--- src/rtl/arb_inj_pkg.sv ---
package arb_inj_pkg;

    typedef enum logic [1:0] {
        ST_IDLE  = 2'd0,
        ST_ARMED = 2'd1,
        ST_HOLD  = 2'd2,
        ST_WAIT  = 2'd3
    } inj_state_e;

endpackage

--- src/rtl/arb_scl_sync.sv ---
module arb_scl_sync #(
    parameter int STAGES = 2
) (
    input  logic clk,
    input  logic rst_n,
    input  logic scl_i,
    output logic fall_o
);
    // chain_q[STAGES-1] is the synchronised level, chain_q[STAGES] its previous value
    logic [STAGES:0] chain_d, chain_q;

    always_comb begin
        chain_d = {chain_q[STAGES-1:0], scl_i};
    end

    always_ff @(posedge clk or negedge rst_n) begin
        if (!rst_n) chain_q <= '1;   // idle bus is high: no false edge out of reset
        else        chain_q <= chain_d;
    end

    assign fall_o = chain_q[STAGES] & ~chain_q[STAGES-1];

    AST_FALL_SINGLE: assert property (@(posedge clk) disable iff (!rst_n)
        fall_o |=> !fall_o);

endmodule

--- src/rtl/arb_us_timer.sv ---
module arb_us_timer #(
    parameter int CNT_W = 17
) (
    input  logic             clk,
    input  logic             rst_n,
    input  logic             run_i,
    input  logic             tick_i,
    input  logic [CNT_W-1:0] limit_i,
    output logic             done_o
);
    logic [CNT_W-1:0] cnt_d, cnt_q;
    logic [CNT_W:0]   cnt_inc;

    always_comb begin
        cnt_inc = {1'b0, cnt_q} + 1'b1;
        done_o  = run_i && tick_i && (cnt_inc == {1'b0, limit_i});
        if (!run_i)      cnt_d = '0;
        else if (done_o) cnt_d = '0;
        else if (tick_i) cnt_d = cnt_inc[CNT_W-1:0];
        else             cnt_d = cnt_q;
    end

    always_ff @(posedge clk or negedge rst_n) begin
        if (!rst_n) cnt_q <= '0;
        else        cnt_q <= cnt_d;
    end

    AST_CNT_BELOW_LIMIT: assert property (@(posedge clk) disable iff (!rst_n)
        run_i |-> (cnt_q < limit_i));

endmodule

--- src/rtl/arb_loss_inj.sv ---
module arb_loss_inj
    import arb_inj_pkg::*;
#(
    parameter int MAX_US      = 100000,
    parameter int DUR_W       = 17,
    parameter int SYNC_STAGES = 2
) (
    input  logic             clk,
    input  logic             rst_n,
    input  logic             arm_i,
    input  logic             cancel_i,
    input  logic             trig_mode_i,
    input  logic [DUR_W-1:0] dur_us_i,
    input  logic             us_tick_i,
    input  logic             scl_i,
    output logic             sda_pull_o,
    output logic             trig_o,
    output logic             active_o
);
    localparam int          CNT_W  = $clog2(MAX_US + 1);
    localparam logic [31:0] MAX_U  = 32'(MAX_US);

    typedef struct packed {
        inj_state_e       st;
        logic             trig_mode;
        logic [CNT_W-1:0] lim;
        logic             pull;
        logic             act;
        logic             trig;
    } inj_regs_t;

    inj_regs_t        r_d, r_q;
    logic             scl_fall;
    logic             tmr_run;
    logic             tmr_done;
    logic [CNT_W-1:0] lim_clamped;

    arb_scl_sync #(.STAGES(SYNC_STAGES)) sync_i (
        .clk   (clk),
        .rst_n (rst_n),
        .scl_i (scl_i),
        .fall_o(scl_fall)
    );

    assign tmr_run = (r_q.st == ST_HOLD) || (r_q.st == ST_WAIT);

    arb_us_timer #(.CNT_W(CNT_W)) timer_i (
        .clk    (clk),
        .rst_n  (rst_n),
        .run_i  (tmr_run),
        .tick_i (us_tick_i),
        .limit_i(r_q.lim),
        .done_o (tmr_done)
    );

    always_comb begin
        if (32'(dur_us_i) > MAX_U) lim_clamped = CNT_W'(MAX_US);
        else                       lim_clamped = CNT_W'(dur_us_i);
    end

    always_comb begin
        r_d      = r_q;
        r_d.trig = 1'b0;
        unique case (r_q.st)
            ST_IDLE: begin
                if (arm_i) begin
                    r_d.st        = ST_ARMED;
                    r_d.trig_mode = trig_mode_i;
                    r_d.lim       = lim_clamped;
                end
            end
            ST_ARMED: begin
                if (cancel_i) begin
                    r_d.st = ST_IDLE;
                end else if (scl_fall) begin
                    if (r_q.lim == '0) begin
                        r_d.st   = ST_IDLE;
                        r_d.trig = r_q.trig_mode;
                    end else begin
                        r_d.st   = r_q.trig_mode ? ST_WAIT : ST_HOLD;
                        r_d.act  = 1'b1;
                        r_d.pull = !r_q.trig_mode;
                    end
                end
            end
            ST_HOLD: begin
                if (tmr_done) begin
                    r_d.st   = ST_IDLE;
                    r_d.pull = 1'b0;
                    r_d.act  = 1'b0;
                end
            end
            ST_WAIT: begin
                if (tmr_done) begin
                    r_d.st   = ST_IDLE;
                    r_d.act  = 1'b0;
                    r_d.trig = 1'b1;
                end
            end
            default: r_d.st = ST_IDLE;
        endcase
    end

    always_ff @(posedge clk or negedge rst_n) begin
        if (!rst_n) begin
            r_q.st        <= ST_IDLE;
            r_q.trig_mode <= 1'b0;
            r_q.lim       <= '0;
            r_q.pull      <= 1'b0;
            r_q.act       <= 1'b0;
            r_q.trig      <= 1'b0;
        end else begin
            r_q <= r_d;
        end
    end

    assign sda_pull_o = r_q.pull;
    assign active_o   = r_q.act;
    assign trig_o     = r_q.trig;

    AST_TRIG_SINGLE: assert property (@(posedge clk) disable iff (!rst_n)
        trig_o |=> !trig_o);
    AST_CANCEL_IDLES: assert property (@(posedge clk) disable iff (!rst_n)
        (r_q.st == ST_ARMED && cancel_i) |=> (r_q.st == ST_IDLE && !active_o));
    AST_PULL_FROM_ARMED: assert property (@(posedge clk) disable iff (!rst_n)
        $rose(sda_pull_o) |-> ($past(r_q.st) == ST_ARMED));
    AST_NO_PULL_TRIG_MODE: assert property (@(posedge clk) disable iff (!rst_n)
        (r_q.st == ST_WAIT) |-> !sda_pull_o);
    AST_ACTIVE_COVERS_PULL: assert property (@(posedge clk) disable iff (!rst_n)
        sda_pull_o |-> active_o);
    AST_HOLD_LIMIT_STABLE: assert property (@(posedge clk) disable iff (!rst_n)
        (r_q.st == ST_HOLD) |=> $stable(r_q.lim));

endmodule

--- config.mk ---
export PLATFORM = sky130hd
export DESIGN_NAME = arb_loss_inj
export DESIGN_NICKNAME = d
export VERILOG_FILES = /design/src/rtl/arb_inj_pkg.sv /design/src/rtl/arb_scl_sync.sv /design/src/rtl/arb_us_timer.sv /design/src/rtl/arb_loss_inj.sv
export SDC_FILE = /design/constraint.sdc
export NUM_CORES = 1
export LEC_CHECK = 0
export ABC_AREA = 1
export ABC_CLOCK_PERIOD_IN_PS = 2100
export BUFFER_PORTS_ARGS = -buffer_cell sky130_fd_sc_hd__buf_2
export CORE_MARGIN = 3
export CORE_UTILIZATION = 56
export CTS_BUF_LIST = sky130_fd_sc_hd__clkbuf_8
export CTS_CLUSTER_DIAMETER = 120
export DETAILED_ROUTE_END_ITERATION = 8
export PLACE_DENSITY = 0.83
export SLEW_MARGIN = 10
export SYNTH_ARGS = -nofsm -noshare
export SYNTH_HDL_FRONTEND = slang
export SYNTH_SLANG_ARGS = --single-unit
--- constraint.sdc ---
create_clock -name clk -period 2.1 [get_ports clk]
set_input_delay 0.21 -clock clk [delete_from_list [all_inputs] [get_ports clk]]
set_output_delay 0.21 -clock clk [all_outputs]
set_load 0.01 [all_outputs]
# After elaboration in Yosys (flattened, before gate mapping)
# Index checks and enable logic that the tools add are counted.
# totals
register_bits	43
out_inout_bits	3
wordCells	57
# classes
bitwise	2
n_mux	19
eq_ne	13
magnitude_cmp	1
add_sub_neg	1
reduce_logical	13
# op_table
operator	count
$mux W17	4
$mux W20	1
$add A17 B1 Y18 const B	1
$eq A18 B17 Y1	1
$gt A17 B17 Y1 const B	1
$logic_not A17 Y1	1
$mux W2	6
$ne A2 B2 Y1 const B	4
$mux W3	2
$ne A2 B1 Y1 const B	3
$ne A3 B3 Y1 const B	2
$pmux W2 S3	1
$reduce_and A6 Y1	1
$reduce_and A5 Y1	1
$eq A2 B2 Y1 const B	2
$pmux W1 S2	2
$pmux W1 S3	1
$reduce_and A3 Y1	1
$reduce_bool A3 Y1	1
$eq A2 B1 Y1 const B	1
$logic_and A1 B1 Y1	2
$logic_not A2 Y1	1
$mux W1	2
$reduce_and A2 Y1	1
other kinds (6)	6

# Depth between registers and ports, before layout
# logic_depth
depth_word	6
mapped_depth	17
mapped_depth_nobuf	17

# Cells and area by module
# Synthesis repeated with hierarchy kept, for this count alone.
# hier_totals
cells_unflattened	494
area_unflattened_um2	3079.2
# modules_own_cells
module	instances	area_each_um2	cells_each
arb_us_timer	1	1674.1	295
arb_loss_inj	1	1316.3	194
arb_scl_sync	1	88.8	5

# Least setup slack after synthesis
# No wires, ideal clock.
# synth_path
kind	reg2reg
start	reg timer_i.cnt_q[0]
end	reg timer_i.cnt_q[10]
arrival_time_ns	1.774
setup_time_ns	0.141
stages_incl_launch_ff	17
path_slack_ns	0.186
n_path_buf	1
cell_sequence	dfrtp_1 > ha_1 > nand2_2 > nor2_4 > nand2_4 > clkinv_2 > nand2_1 > nand2_1 > nand2_2 > nand2_2 > nand2_2 > nand2_2 > nor2_4 > nand3_2 > nand2_4 > buf_12 > o22ai_2
# synth_between
elab_chain_cells	5
# synth_rtl
element	line	rtl
start, declared	arb_us_timer.sv:11	logic [CNT_W-1:0] cnt_d, cnt_q;
start signal, assigned	arb_us_timer.sv:25	else cnt_q <= cnt_d;
$add A17 B1 Y18 (*)	arb_us_timer.sv:15	cnt_inc = {1'b0, cnt_q} + 1'b1;
$eq A18 B17 Y1	arb_us_timer.sv:16	done_o = run_i && tick_i && (cnt_inc == {1'b0, limit_i});
$logic_and A1 B1 Y1	arb_us_timer.sv:16	
$mux W17	arb_us_timer.sv:18	else if (done_o) cnt_d = '0;
$mux W17	arb_us_timer.sv:17	if (!run_i) cnt_d = '0;
# Mark *: on every way between the ends. The rest lies on a longest branch, timed or not. The select of a mux whose other input is x is not followed.
# A chain may end at the register's enable or synchronous reset.

# Final worst setup path
# layout_path
start	reg timer_i.cnt_q[1]
end	reg timer_i.cnt_q[10]
# Same word-level chain as after synthesis.

==> key figures <==
Run status
  – Status: complete, but fails checks
  – Failing checks: setup timing

Power and ir drop
  – Pwr/cell area: 1040 nW/um^2
  – Peak supply drop: roughly 0.00064 V
  – Lkg Pwr: 1.52 nW

Drt
  – Drt wl/cell: 15.8 um
  – Post-DR vias/cell: 5.82
  – DRT iter0 DRCs: 404
  – Vias: 2927
  – Drt pass-1 iters: 5
  – WL final: 7.96 mm
  – Residual DRC: 0
  – Final ANT Viol Nets: 0

Floorplan
  – Placeable Area: 4790 um^2
  – Die area: 5870 um^2
  – Starting Density: approximately 58%
  – Die Width: 76.6 um
  – Floorplan row count: 25
  – I/O pin count: 27
  – Chip height: 76.6 um

Setup path
  – Worst Setup End Kind: flip-flop
  – Delay of the slowest critical-path stage: 0.42 ns
  – Reg2reg end: timer_i.cnt_q[10]$_DFFE_PN0P_
  – FF-to-FF Start: timer_i.cnt_q[1]$_DFFE_PN0P_
  – Critical Setup Path Class: flip-flop to flip-flop
  – Startpoint Class: flip-flop
  – Crit path required time: 2.28 ns
  – FF-to-FF setup slack: -0.14 ns
  – Crit-path slowest cell: dfrtp_1
  – CP cell instances: buf_6 > nand2_2 > nor2_4 > nand4_1 > nand2_2 > nand2_1 > nand2_1 > nand2_2 > nor2_4 > nand3_4 > nand2_8 > buf_12 > o22ai_4
  – Most numerous cell on the critical path: nand2_2
  – Worst-path fanout max: 8
  – Crit path DAT: 2.43 ns
  – Worst r2r path cells: 13

Layout
  – Layout cell share with drive strength beyond 1: 25.7%
  – Final nets: between 400 and 500
  – Final antenna diode count: 0
  – Area growth syn-to-layout: 21.5%
  – Layout Utilization: 70.8%
  – Most frequent cells in the layout: nand2_1, inv_1, nand3_1
  – Most common cell after layout, fill and taps aside: nand2_1

Timing
  – Max frequency: between 400 and 500 MHz
  – Period minus WS final: between 2 and 2.5 ns
  – Min Hold Slack: 0.0978 ns
  – Slew Limit Headroom: a little over three fifths
  – Clk_skew: 0.0136 ns
  – Final WS setup: -0.141 ns
  – Final period util: 107%
  – Final hold vios: 0
  – Worst Tran Pin Value: 0.554 ns
  – Slew Limit Fails: 0
  – RSZ-0062 raised after global routing: true
  – Setup-failing EPs final: 20

Worst hold path
  – Hold EP: r_q[20]$_DFFE_PN0P_
  – WHS Path Cells: 3
  – Worst hold path type: input port to flip-flop
  – Hold wc startpoint: trig_mode_i

Yosys
  – Synthesis warning total: 0
  – Top cells by area, synth: dfrtp_1, nand2_1, nand3_1, inv_1, nor2_1
  – Syn Area/Cell: 7.16 um^2
  – Synth cell types: 33
  – Sequential share of the synthesized area: approximately two fifths
  – Synth area leader: dfrtp_1
  – Register bit total from synthesis: 43
  – Share of the synthesized area in the top cell type: a little over a third
  – Syn_nets: between 400 and 500
  – Gate Count Post-Synth: 390
  – Mapped Area: 2790 um^2

Global route
  – Largest net degree at the start of global routing: between 40 and 50
  – First-pass GRT wire length: roughly 13 mm
  – Initial antenna violation count: 0
  – Vias in the first global route: 2782
  – Total GRT Usage: 26.8%
  – GR Overflow Total: 0

CTS
  – CTS root buf: clkbuf_8
  – CTS tree: yes
  – Reg clk slew, reported paths: about 0.090 ns
  – Worst-case clock buffer depth: 2
  – H-tree depth: 2
  – Worst skew pair latency: 0.30 ns
  – Clock sink total: 43
  – CTS buffer count: 5

Run
  – Max-Cap Viols: 0

Placement
  – GPL Wtd Cong: 0.884
  – IO Port Bufs: 26
  – Post-DP HPWL: 5.38 mm
## power by group
part	total (W)	internal, W	switching (W)	leakage, nW
Clock	0.000784	0.000475	0.000310	0.0644
Combinational	0.00150	0.000560	0.000944	0.906
Sequential	0.00124	0.00106	0.000188	0.550
Total	0.00353	0.00209	0.00144	1.52
## layout make-up
class	instances	area, um^2
timing repair buffer	45	298
fill	379	1400
tap	67	83.8
multi-input combinational	289	1600
inverter	51	193
clock inverter	3	67.6
sequential	43	1080
clock buffer	5	68.8
## flip-flops by register name, summed over array words and instances (netlist names)
register        cells
timer_i.cnt_q      17
sync_i.chain_q      3
sda_pull_o          1
trig_o              1
active_o            1
r_q                20
## how the worst max path moves through the flow
stage | startpoint | to | slack (ns) | cells past startpoint
final | timer_i.cnt_q[1]$_DFFE_PN0P_ | timer_i.cnt_q[10]$_DFFE_PN0P_ | -0.14 | 13
after global routing | timer_i.cnt_q[1]$_DFFE_PN0P_ | timer_i.cnt_q[10]$_DFFE_PN0P_ | -0.23 | 13
after CTS | timer_i.cnt_q[0]$_DFFE_PN0P_ | timer_i.cnt_q[10]$_DFFE_PN0P_ | -0.04 | 15
after detailed placement | timer_i.cnt_q[1]$_DFFE_PN0P_ | timer_i.cnt_q[0]$_DFFE_PN0P_ | -0.07 | 14
after global placement | timer_i.cnt_q[1]$_DFFE_PN0P_ | timer_i.cnt_q[16]$_DFFE_PN0P_ | 0.02 | 15
after floorplan | timer_i.cnt_q[0]$_DFFE_PN0P_ | timer_i.cnt_q[10]$_DFFE_PN0P_ | 0.19 | 16
## per-stage QoR
step	cells	setup WS, ns	instance area, um^2	setup TNS [ns]	total power (W)
2_1_floorplan	390	0.186	2790	0	0.00214
3_3_place_gp	484	0.0246	3030	0	0.00249
3_5_place_dp	484	-0.0739	3030	-0.928	0.00252
4_1_cts	498	-0.0365	3280	-0.255	0.00339
5_1_grt	503	-0.225	3390	-3.86	0.00375
6_report	503	-0.141	3390	-1.96	0.00353
## what timing repair did
action,CTS,global route
pin swaps,5,22
endpoints found under the hold margin,7,1
setup endpoints to repair,17,22
hold buffers,1,1
gates resized for setup,15,18
buffers inserted,5,6
gates cloned,0,0
## critical path: cells and delay by family (launching register included)
kind	cells	cell delay [ns]
AO/OA/AOI/OAI	1	0.06
buffers and inverters	2	0.26
flip-flops	1	0.42
AND/OR/NAND/NOR	10	1.37
## cells in the mapped netlist
cell and number:
nor4_1 2, nor2_1 39, dfstp_2 3, inv_1 47, a22oi_1 3, nor2_4 7, o21ai_2 2, o211ai_1 1
nor3_1 4, inv_2 1, o22ai_2 9, o22ai_1 6, nand4_1 15, clkinv_1 2, nand2_1 107, ha_1 1
a31oi_1 2, a21oi_1 6, nand3_1 48, nor2_2 1, buf_2 1, o21ai_1 2, buf_12 1, nand2_4 3
clkbuf_1 5, o21bai_1 1, dfrtp_1 40, clkinv_2 1, and3_1 1, nand3_2 1, nand2_2 11, and2_1 1
o21ai_0 16
## logic make-up (layout without fill, tap and decap cells)
family	after synthesis	after routing	share of synthesized area [%]
buffers and inverters	58	104	8.47
flip-flops	43	43	38.7
AND/OR/NAND/NOR	240	240	40.3
adder cells (fa/ha/maj)	1	1	0.448
AO/OA/AOI/OAI	48	48	12.1
## routing by layer
layer,up-vias,global-route usage [%],wire [um]
met5,-,0,0
met4,0,10.7,363
met3,44,3.66,604
met2,173,45.8,3840
met1,1337,34.3,3150
li1,1373,-,-
Power figures use the tool's default switching activity.
